`src/rtl/irq_pkg.sv`:
```
package irq_pkg;
   typedef enum logic [1:0] {
      SEL_CTRL = 2'd0,
      SEL_MASK = 2'd1,
      SEL_PEND = 2'd2,
      SEL_NONE = 2'd3
   } wr_sel_e;

   localparam int CTRL_NEST_BIT = 4;
   localparam int CTRL_GIE_BIT  = 5;

   // Peripheral line to slot: own slot below the shared priority, else last slot
   function automatic int periph_slot(input int p, input int core_n, input int num_slots);
      int share_prio;
      share_prio = num_slots - 1 - core_n;
      return (p < share_prio) ? (core_n + p) : (num_slots - 1);
   endfunction
endpackage

```
`src/rtl/irq_prio_pick.sv`:
```
module irq_prio_pick #(
   parameter int N     = 16,
   parameter int IDX_W = $clog2(N)
) (
   input  logic [N-1:0]     req,
   output logic             found,
   output logic [IDX_W-1:0] idx
);
   if (N < 2) begin : g_bad_n
      $error("irq_prio_pick: N must be at least 2");
   end

   always_comb begin
      found = 1'b0;
      idx   = '0;
      for (int i = N - 1; i >= 0; i--) begin
         if (req[i]) begin
            found = 1'b1;
            idx   = IDX_W'(i);
         end
      end
   end
endmodule

```
`src/rtl/irq_src_map.sv`:
```
module irq_src_map #(
   parameter int NUM_SLOTS   = 16,
   parameter int CORE_N      = 4,
   parameter int PERIPH_N    = 15,
   parameter bit LEVEL_SENSE = 1'b0
) (
   input  logic                 clk,
   input  logic                 rst_n,
   input  logic [CORE_N-1:0]    core_req,
   input  logic [PERIPH_N-1:0]  periph_req,
   output logic [NUM_SLOTS-1:0] set_vec
);
   import irq_pkg::*;

   logic [NUM_SLOTS-1:0] slot_in;

   always_comb begin
      slot_in = '0;
      for (int c = 0; c < CORE_N; c++) slot_in[c] = core_req[c];
      for (int p = 0; p < PERIPH_N; p++)
         slot_in[periph_slot(p, CORE_N, NUM_SLOTS)] = slot_in[periph_slot(p, CORE_N, NUM_SLOTS)] | periph_req[p];
   end

   if (LEVEL_SENSE) begin : g_level
      assign set_vec = slot_in;
   end else begin : g_edge
      logic [NUM_SLOTS-1:0] prev_q;
      always_ff @(posedge clk or negedge rst_n) begin
         if (!rst_n) prev_q <= '0;
         else        prev_q <= slot_in;
      end
      assign set_vec = slot_in & ~prev_q;

      // a held request produces no second set pulse
      a_r2_single_edge: assert property (@(posedge clk) disable iff (!rst_n)
         set_vec != '0 |=> (set_vec & $past(slot_in)) == '0);
   end
endmodule

```
`src/rtl/irq_svc_track.sv`:
```
module irq_svc_track #(
   parameter int N     = 16,
   parameter int IDX_W = $clog2(N)
) (
   input  logic             clk,
   input  logic             rst_n,
   input  logic             push,
   input  logic [IDX_W-1:0] push_idx,
   input  logic             pop,
   output logic [N-1:0]     insvc,
   output logic             busy,
   output logic [IDX_W-1:0] cur_idx
);
   logic [N-1:0] insvc_q;
   logic [N-1:0] after_pop;
   logic [N-1:0] push_bit;

   // lowest set bit is the most recent (highest priority) service
   assign after_pop = pop ? (insvc_q & (insvc_q - N'(1))) : insvc_q;
   assign push_bit  = push ? (N'(1) << push_idx) : '0;

   always_ff @(posedge clk or negedge rst_n) begin
      if (!rst_n) insvc_q <= '0;
      else        insvc_q <= after_pop | push_bit;
   end

   irq_prio_pick #(.N(N), .IDX_W(IDX_W)) u_cur (
      .req   (insvc_q),
      .found (busy),
      .idx   (cur_idx)
   );

   assign insvc = insvc_q;

   // a return without a new entry drops exactly one level
   a_r9_pop_one: assert property (@(posedge clk) disable iff (!rst_n)
      pop && !push && busy |=> $countones(insvc_q) == $countones($past(insvc_q)) - 1);

   // an accepted interrupt is recorded as in service
   a_r7_push_sets: assert property (@(posedge clk) disable iff (!rst_n)
      push |=> insvc_q[$past(push_idx)]);
endmodule

```
`src/rtl/irq_ctrl_top.sv`:
```
module irq_ctrl_top #(
   parameter int                 NUM_SLOTS   = 16,
   parameter int                 CORE_N      = 4,
   parameter int                 PERIPH_N    = 15,
   parameter int                 VEC_W       = 24,
   parameter int                 VEC_SHIFT   = 5,
   parameter logic [VEC_W-1:0]   VEC_BASE    = '0,
   parameter logic [NUM_SLOTS-1:0] NMI_SLOTS  = 16'h0007,
   parameter logic [NUM_SLOTS-1:0] GIE_BYPASS = 16'h0003,
   parameter bit                 LEVEL_SENSE = 1'b0,
   localparam int                IDX_W       = $clog2(NUM_SLOTS)
) (
   input  logic                 clk,
   input  logic                 rst_n,
   input  logic [CORE_N-1:0]    core_req,
   input  logic [PERIPH_N-1:0]  periph_req,
   input  logic                 wr_en,
   input  logic [1:0]           wr_sel,
   input  logic [NUM_SLOTS-1:0] wr_data,
   input  logic                 irq_ack,
   input  logic                 irq_rti,
   output logic                 irq_valid,
   output logic [IDX_W-1:0]     irq_slot,
   output logic [VEC_W-1:0]     irq_vec,
   output logic [NUM_SLOTS-1:0] pending,
   output logic [NUM_SLOTS-1:0] in_service
);
   import irq_pkg::*;

   if (NUM_SLOTS <= CORE_N + 1)           begin : g_bad_slots $error("slots must exceed core lines"); end
   if (NUM_SLOTS < CTRL_GIE_BIT + 1)      begin : g_bad_ctrl  $error("data too narrow for control bits"); end
   if (VEC_W < IDX_W + VEC_SHIFT)         begin : g_bad_vec   $error("vector width too small"); end
   if ((GIE_BYPASS & ~NMI_SLOTS) != '0)   begin : g_bad_nmi   $error("bypass slots must be non-maskable"); end

   wr_sel_e              sel;
   logic                 nest_q, gie_q;
   logic [NUM_SLOTS-1:0] mask_q, pend_q, pend_n;
   logic [NUM_SLOTS-1:0] set_vec, eligible, gie_gate;
   logic                 cand_found;
   logic [IDX_W-1:0]     cand_idx;
   logic                 svc_busy;
   logic [IDX_W-1:0]     svc_cur;
   logic                 take;
   logic                 wr_pend;

   assign sel     = wr_sel_e'(wr_sel);
   assign wr_pend = wr_en && (sel == SEL_PEND);

   irq_src_map #(
      .NUM_SLOTS(NUM_SLOTS), .CORE_N(CORE_N), .PERIPH_N(PERIPH_N), .LEVEL_SENSE(LEVEL_SENSE)
   ) u_src (
      .clk(clk), .rst_n(rst_n), .core_req(core_req), .periph_req(periph_req), .set_vec(set_vec)
   );

   // control and mask registers
   always_ff @(posedge clk or negedge rst_n) begin
      if (!rst_n) begin
         nest_q <= 1'b0;
         gie_q  <= 1'b0;
         mask_q <= '0;
      end else if (wr_en) begin
         if (sel == SEL_CTRL) begin
            nest_q <= wr_data[CTRL_NEST_BIT];
            gie_q  <= wr_data[CTRL_GIE_BIT];
         end
         if (sel == SEL_MASK) mask_q <= wr_data;
      end
   end

   // qualification and selection
   assign gie_gate = gie_q ? '1 : GIE_BYPASS;
   assign eligible = pend_q & (mask_q | NMI_SLOTS) & gie_gate;

   irq_prio_pick #(.N(NUM_SLOTS), .IDX_W(IDX_W)) u_pick (
      .req(eligible), .found(cand_found), .idx(cand_idx)
   );

   always_comb begin
      if (!svc_busy) irq_valid = cand_found;
      else           irq_valid = cand_found && nest_q && (cand_idx < svc_cur);
   end

   assign irq_slot = irq_valid ? cand_idx : '0;
   assign irq_vec  = irq_valid ? (VEC_BASE + (VEC_W'(cand_idx) << VEC_SHIFT)) : '0;
   assign take     = irq_ack && irq_valid;

   // pending register: write, then acknowledge clear, then new edges
   always_comb begin
      pend_n = wr_pend ? wr_data : pend_q;
      if (take) pend_n[cand_idx] = 1'b0;
      pend_n = pend_n | set_vec;
   end

   always_ff @(posedge clk or negedge rst_n) begin
      if (!rst_n) pend_q <= '0;
      else        pend_q <= pend_n;
   end

   irq_svc_track #(.N(NUM_SLOTS), .IDX_W(IDX_W)) u_svc (
      .clk(clk), .rst_n(rst_n), .push(take), .push_idx(cand_idx), .pop(irq_rti),
      .insvc(in_service), .busy(svc_busy), .cur_idx(svc_cur)
   );

   assign pending = pend_q;

   // an offered slot is unmasked or non-maskable
   a_r3_mask_gate: assert property (@(posedge clk) disable iff (!rst_n)
      irq_valid |-> (mask_q[irq_slot] || NMI_SLOTS[irq_slot]));

   // with servicing disabled only bypass slots may be offered
   a_r4_gie_gate: assert property (@(posedge clk) disable iff (!rst_n)
      irq_valid && !gie_q |-> GIE_BYPASS[irq_slot]);

   // sequential mode offers nothing during a service
   a_r8_sequential: assert property (@(posedge clk) disable iff (!rst_n)
      !nest_q && svc_busy |-> !irq_valid);

   // preemption only by a strictly higher priority
   a_r8_strict: assert property (@(posedge clk) disable iff (!rst_n)
      irq_valid && svc_busy |-> irq_slot < svc_cur);

   // acknowledged slot leaves pending unless re-set in that cycle
   a_r7_ack_clear: assert property (@(posedge clk) disable iff (!rst_n)
      take && !wr_pend && !set_vec[irq_slot] |=> !pend_q[$past(irq_slot)]);
endmodule

```
`config.mk`:
```
export PLATFORM = sky130hd
export DESIGN_NAME = irq_ctrl_top
export DESIGN_NICKNAME = d
export VERILOG_FILES = /design/src/rtl/irq_pkg.sv /design/src/rtl/irq_prio_pick.sv /design/src/rtl/irq_src_map.sv /design/src/rtl/irq_svc_track.sv /design/src/rtl/irq_ctrl_top.sv
export SDC_FILE = /design/constraint.sdc
export NUM_CORES = 1
export LEC_CHECK = 0
export ABC_CLOCK_PERIOD_IN_PS = 3450
export BUFFER_PORTS_ARGS = -buffer_cell sky130_fd_sc_hd__buf_4
export CAP_MARGIN = 20
export CORE_UTILIZATION = 50
export DETAILED_ROUTE_END_ITERATION = 10
export PLACE_DENSITY = 0.86
export SETUP_SLACK_MARGIN = 0.2
export SLEW_MARGIN = 10
export SYNTH_ARGS = -nofsm -noshare
export SYNTH_HDL_FRONTEND = slang
export SYNTH_SLANG_ARGS = --single-unit
```
`constraint.sdc`:
```
create_clock -name clk -period 3.45 [get_ports clk]
set_input_delay 0.345 -clock clk [delete_from_list [all_inputs] [get_ports clk]]
set_output_delay 0.345 -clock clk [all_outputs]
set_load 0.05 [all_outputs]
```
==> results of run 1 <==
## worst register-to-register path: stages (launching register included)
cell and delay, ns:
dfrtp_1 0.36, a22o_1 0.21, nand4_1 0.11, a221o_1 0.31, a211o_1 0.33, inv_2 0.10
ha_4 0.20, o21ai_4 0.15, a21oi_2 0.07, mux2i_2 0.22, buf_4 0.16, buf_6 0.09
a211oi_4 0.05, buf_2 0.21, nor4_2 0.40, o22ai_1 0.18
## metrics by stage
step / hold slack [ns] / TNS [ns]
detailed placement: 0.4171 / 0
floorplan: 0.04941 / 0
global placement: 0.4085 / 0
finish: 0.07514 / -0.5424
global route: 0.1029 / -1.670
CTS: 0.1044 / 0
## placed cells by master (no fill, tap or decap), types with 3 or more instances in the layout
cell type,n
nand3_1,5
buf_6,12
o21ai_2,4
nand2b_1,7
a21oi_1,3
mux2i_1,15
nor4_2,4
nor2b_1,5
o21ai_1,6
o22ai_1,11
nor2_4,3
buf_4,107
nor3_1,8
a21o_1,8
inv_1,19
clkbuf_8,11
o21ai_0,13
dfrtp_2,16
nand3b_1,4
a21oi_2,3
conb_1,20
nor2_1,6
mux2_2,14
dfrtp_1,47
a22o_1,4
a32oi_1,4
nand2_1,23
## worst min-delay path by stage
stage                                 startpoint  cells past startpoint                endpoint  slack, ns
after CTS                          periph_req[0]                      1  u_src.g_edge.prev_q[4]       0.10
after global placement    u_src.g_edge.prev_q[9]                      1              pending[9]       0.41
final                                      rst_n                      1         u_svc.insvc[14]       0.08
after global routing               periph_req[4]                      1  u_src.g_edge.prev_q[8]       0.10
after floorplan                            rst_n                      0                   gie_q       0.05
after detailed placement  u_src.g_edge.prev_q[4]                      1              pending[4]       0.42
## routing by layer
layer	track usage	routed length, um	share of wire	up-vias
met5	0	0	0	-
met4	0.1048	392	0.039	0
met3	0.06528	718	0.072	41
met2	0.4191	4936	0.49	218
met1	0.3408	3969	0.40	1535
li1	-	-	-	1387
## power by group through the flow
stage	sequential (mW)	clock [mW]	combinational (mW)
2_1_floorplan	1.07	0	0.866
3_3_place_gp	0.947	0	1.28
3_5_place_dp	0.953	0	1.30
4_1_cts	0.946	0.586	1.48
5_1_grt	0.964	0.617	1.80
6_report	0.954	0.585	1.72
## logic make-up after synthesis
family	Yosys count	share of synthesized area
AOI/OAI and AO/OA	87	0.1947
adders and majority gates	2	0.007518
buffers and inverters	50	0.08383
muxes	30	0.09549
and+or+nand+nor	89	0.1436
other	1	0.001127
DFF	63	0.4737
## synth_stat cells, drive strengths merged, types with 5 or more instances
| master | n |
|---|---|
| nand2b | 8 |
| nand3 | 5 |
| a21o | 8 |
| dfrtp | 63 |
| inv | 20 |
| nor4 | 8 |
| o22ai | 12 |
| mux2i | 16 |
| mux2 | 14 |
| a21oi | 7 |
| a22o | 5 |
| nor2 | 9 |
| nand2 | 23 |
| buf | 26 |
| nor3 | 11 |
| o21ai | 24 |
| nor2b | 8 |
## cell type report
type	instances	area [sq um]	share of cell area
Tap cell	77	96.34	0.02059
Inverter	20	75.07	0.01604
Timing Repair Buffer	120	943.4	0.2016
Clock buffer	13	158.9	0.03396
Clock inverter	3	17.52	0.003743
Sequential cell	63	1597	0.3412
Multi-Input combinational cell	228	1792	0.3829
## flip-flops by register name, indices dropped and copies added (netlist names)
name and flops:
pending 16, u_src.g_edge.prev_q 16, u_svc.insvc 16, mask_q 13, gie_q 1, nest_q 1
## timing repair
| item | in CTS | in global routing |
|---|---|---|
| resized for setup | 23 | 19 |
| cloned | 0 | 1 |
| pin swaps | 9 | 10 |
| setup buffers | 16 | 15 |
| endpoints found under the setup margin | 10 | 24 |
==> flow_metrics.py, run 1 <==
metrics = {
    "status": {
        "run_status": "complete, but fails checks",
        "violations": "setup timing",
    },
    "grt": {
        "antenna_found_initial": 0,
        "grt_remaining_overflow": 0,
        "grt_max_degree": 64,
        "grt_pass1_vias": 2816,
        "grt_first_pass_wirelength_um": 14210,
        "grt_use_total": 0.2614,
    },
    "critical_path": {
        "critPathRequiredTime_ns": 3.11,
        "worst-path-buf-inv": 3,
        "critPathMaxStageDelay_ns": 0.36,
        "ff2ff_setup_slack_ns": 0.13,
        "path_depth": 14,
        "critPathArrivalTime_ns": 3.21,
        "crit_chain": "a22o_1 -> nand4_1 -> a221o_1 -> a211o_1 -> inv_2 -> ha_4 -> o21ai_4 -> a21oi_2 -> mux2i_2 -> a21o_1 -> a21oi_4 -> buf_6 -> a31oi_4 -> buf_6",
        "cp_max_fo": 4,
        "critPathLaunch": "mask_q[15]",
        "slowest_stage": "dfrtp_1",
        "crit_end": "irq_valid",
        "crit_type": "flip-flop to output port",
        "worstReg2RegStart": "mask_q[15]",
        "crit_top_cell": "buf_6",
        "critPathLaunchType": "flip-flop",
        "cp_top_family": "compound AO/OA/AOI/OAI gates",
        "reg2reg_to": "pending[6]",
        "r2r_cells": 15,
        "setup.worst_path.end_class": "output port",
    },
    "sta": {
        "final.period_utilization": 1.030,
        "drv_slew": 0,
        "max_clock_freq_mhz": 281.3,
        "max_slew_margin": 0.4742,
        "clock_skew_ns": 0.006787,
        "finalHoldViolations": 0,
        "worst_slack_ns": -0.1047,
        "worst_slew_pin_slew_ns": 0.7887,
        "period_minus_slack_ns": 3.555,
        "rsz0062_at_grt": "true",
        "setup_viol": 9,
    },
    "route": {
        "ant_nets": 0,
        "via_per_inst": 6.071,
        "drt_first_pass_iters": 5,
        "routed_wl_um": 10020,
        "vias": 3181,
        "post_drt_wl_per_cell_um": 19.11,
        "drc": 0,
        "drt_iter0_drc": 350,
    },
    "pwr": {
        "power_frac_seq": 0.293,
        "p_total_mw": 3.258,
        "comb_power_share": 0.527,
        "power.share.clock": 0.180,
        "p_sw_mw": 1.472,
        "power_density_mw_per_mm2": 696.3,
        "ir_drop_v": 0.0006182,
        "leakage_nw": 2.228,
        "swShare": 0.4517,
        "p_int_mw": 1.787,
    },
    "yosys": {
        "ys_top_cells_by_area": "dfrtp_1 47%, buf_4 5.4%, mux2i_1 4.8%",
        "synth_cell_types": 58,
        "yosys.area.top_type": "dfrtp_1",
        "ys_seq_area_frac": 0.4737,
        "synth_warnings": 0,
        "synthArstFlopShare": 1.000,
        "synth_edf_count": 0,
        "syn_area_per_cell_sq_um": 10.34,
        "ys_ff_latch": 63,
        "netlist_instances": 322,
        "synth_top_area_share": 0.4737,
        "netlist_area_sq_mm": 0.003328,
        "synth_ff_type": "dfrtp_1",
    },
    "place": {
        "gp_congestion": 0.9140,
        "pre_cts_slack_ns": 0.1100,
        "dp.cells": 476,
        "hpwl_um": 6307,
        "place_area_sq_mm": 0.004071,
        "io_buffers": 82,
    },
    "clock_tree": {
        "cts-htree-levels": 3,
        "clkLatencyLatePin_ns": 0.34,
        "cts_hold_buf": 0,
        "cts_tree": "built",
        "clk_path_buf_depth": 2,
        "cts.clk_slew.worst_paths_ns": 0.07,
        "root_buffer": "clkbuf_8",
        "cts.sinks": 63,
        "numCtsBuffers": 9,
    },
    "final_layout": {
        "syn2layout_area_growth_pct": 40.60,
        "fill_cells": 430,
        "antenna_cells": 0,
        "drive_gt1_frac": 0.4609,
        "nNetsFinal": 486,
        "fin_area_sq_mm": 0.004679,
        "post-route-util": 0.7328,
        "fin_cells": 524,
    },
    "floorplanning": {
        "start_util": 0.5212,
        "die_w_um": 83.59,
        "dieArea_sq_mm": 0.006986,
        "core_area_sq_mm": 0.006386,
        "rows": 29,
        "io_pins": 103,
        "die_height_um": 83.59,
    },
    "flow_run": {
        "drv_cap": 0,
    },
    "hold_path": {
        "hold_class": "input pin to asynchronous set/reset pin",
    },
}
Note: power is estimated with default switching activity, not from simulation.
==> run 2: changes to the inputs <==
- RECOVER_POWER: not set -> 100
==> flow_metrics.py, run 2 (same netlist as run 1, synthesis figures left out) <==
metrics = {
    "status": {
        "run_status": "complete, but fails checks",
        "violations": "capacitance limit, slew limit, setup timing",
    },
    "sta": {
        "period_minus_slack_ns": 3.557,
        "drv_slew": 64,
        "final.period_utilization": 1.031,
        "max_clock_freq_mhz": 281.1,
        "worst_slew_pin_slew_ns": 1.540,
        "max_slew_margin": -0.02692,
        "clock_skew_ns": 0.009015,
        "setup_viol": 9,
        "rsz0062_at_grt": "true",
        "worst_slack_ns": -0.1069,
        "hold-worst-slack_ns": 0.1184,
        "finalHoldViolations": 0,
    },
    "route": {
        "drc": 0,
        "drt_iter0_drc": 307,
        "ant_nets": 0,
        "post_drt_wl_per_cell_um": 19.15,
        "routed_wl_um": 10030,
        "drt_first_pass_iters": 5,
        "via_per_inst": 6.042,
        "vias": 3166,
    },
    "grt": {
        "grtUsageMet3": 0.06528,
        "grt_use_total": 0.2614,
        "grt_first_pass_wirelength_um": 14210,
        "grt_pass1_vias": 2816,
        "grtUsageMet1": 0.3408,
        "grt-busiest-layer": "met2",
        "grt_remaining_overflow": 0,
        "antenna_found_initial": 0,
        "grt_max_degree": 64,
        "grt_use_met2": 0.4191,
    },
    "floorplanning": {
        "start_util": 0.5212,
        "core_area_sq_mm": 0.006386,
        "io_pins": 103,
        "die_w_um": 83.59,
        "dieArea_sq_mm": 0.006986,
        "die_height_um": 83.59,
        "rows": 29,
    },
    "clock_tree": {
        "cts.clk_slew.worst_paths_ns": 0.07,
        "clk_path_buf_depth": 2,
        "root_buffer": "clkbuf_8",
        "clkLatencyLatePin_ns": 0.35,
        "cts_hold_buf": 0,
        "cts.sinks": 63,
        "numCtsBuffers": 9,
        "cts_tree": "built",
        "cts-htree-levels": 3,
    },
    "final_layout": {
        "fill_cells": 473,
        "antenna_cells": 0,
        "syn2layout_area_growth_pct": 36.43,
        "nNetsFinal": 486,
        "fin_area_sq_mm": 0.004541,
        "layout_commonest_cell": "buf_4",
        "final_cell_mix": "58 x buf_4, 48 x dfrtp_1, 38 x clkbuf_1",
        "drive_gt1_frac": 0.3781,
    },
    "critical_path": {
        "cp_max_fo": 5,
        "critPathMaxStageDelay_ns": 0.45,
        "critPathArrivalTime_ns": 3.21,
        "crit_type": "flip-flop to output port",
        "critPathRequiredTime_ns": 3.11,
        "critPathLaunchType": "flip-flop",
        "slowest_stage": "dfrtp_2",
        "crit_top_cell": "buf_6",
        "setup.worst_path.end_class": "output port",
        "crit_chain": "a22o_1 -> a21boi_1 -> o21ai_1 -> a211o_1 -> inv_2 -> ha_4 -> buf_4 -> a2111oi_4 -> a21o_1 -> a21oi_4 -> buf_6 -> a31oi_4 -> buf_6",
    },
    "place": {
        "hpwl_um": 6307,
        "gp_congestion": 0.9140,
        "place_area_sq_mm": 0.004071,
        "io_buffers": 82,
    },
    "flow_run": {
        "drv_cap": 1,
    },
    "pwr": {
        "p_sw_mw": 1.471,
        "p_total_mw": 3.219,
        "p_int_mw": 1.747,
        "leakage_nw": 2.092,
        "power_density_mw_per_mm2": 708.8,
        "power.share.clock": 0.183,
        "ir_drop_v": 0.0006140,
        "comb_power_share": 0.521,
        "swShare": 0.4571,
        "power_frac_seq": 0.296,
    },
    "hold_path": {
        "hold_class": "input pin to flip-flop",
    },
}
## run 2: worst paths after layout
| check | from | end | slack [ns] | depth (start not counted) |
|---|---|---|---|---|
| min in group asynchronous | rst_n | u_svc.insvc[14] | 0.37 | 1 |
| worst max-delay path | pending[7] | irq_valid | -0.11 | 13 |
| worst max register to register | mask_q[10] | pending[6] | 0.18 | 15 |
| worst min-delay path | periph_req[0] | u_src.g_edge.prev_q[4] | 0.12 | 1 |
| worst min register to register | u_src.g_edge.prev_q[12] | pending[12] | 0.43 | 1 |
| max in group asynchronous | rst_n | pending[6] | 2.04 | 1 |
## run 2: area by class of cell
class | instances | area, sq um | share of cell area
tap | 77 | 96.34 | 0.02122
clock inverter | 3 | 17.52 | 0.003858
timing repair buffer | 120 | 805.8 | 0.1775
sequential | 63 | 1595 | 0.3513
inverter | 20 | 75.07 | 0.01653
clock buffer | 13 | 158.9 | 0.03500
multi-input combinational | 228 | 1792 | 0.3946
## run 2: critical path, delay by kind of cell (launching register included)
kind,cells,cell delay [ns]
flip-flops,1,0.45
AO/OA/AOI/OAI,8,1.68
buffers and inverters,4,0.54
adder cells (fa/ha/maj),1,0.17
## run 2: metal layers
layer  up-vias  part of all wire
met5         -                 0
met4         0             0.040
met3        40             0.072
met2       189              0.49
met1      1552              0.40
li1       1385                 -
## run 2: power groups by stage
| stage | sequential, mW | clock [mW] | combinational (mW) |
|---|---|---|---|
| 3_3_place_gp | 0.947 | 0 | 1.28 |
| 5_1_grt | 0.962 | 0.617 | 1.76 |
| 3_5_place_dp | 0.953 | 0 | 1.30 |
| 4_1_cts | 0.946 | 0.586 | 1.48 |
| 2_1_floorplan | 1.07 | 0 | 0.866 |
| 6_report | 0.952 | 0.588 | 1.68 |
## run 2: timing repair
item                                    CTS  global route
pin swaps                                 9            10
endpoints found under the setup margin   10            24
resized for setup                        23            19
setup buffers                            16            15
gates cloned                              0             1
## run 2: metrics by stage
step | worst slack, ns | utilization | cells | setup TNS [ns]
5_1_grt | -0.2211 | 0.7110 | 524 | -1.670
6_report | -0.1069 | 0.7110 | 524 | -0.5964
3_3_place_gp | 0.1659 | 0.6375 | 476 | 0
3_5_place_dp | 0.1100 | 0.6375 | 476 | 0
2_1_floorplan | 0.05944 | - | 341 | 0
4_1_cts | 0.01684 | 0.6995 | 508 | 0
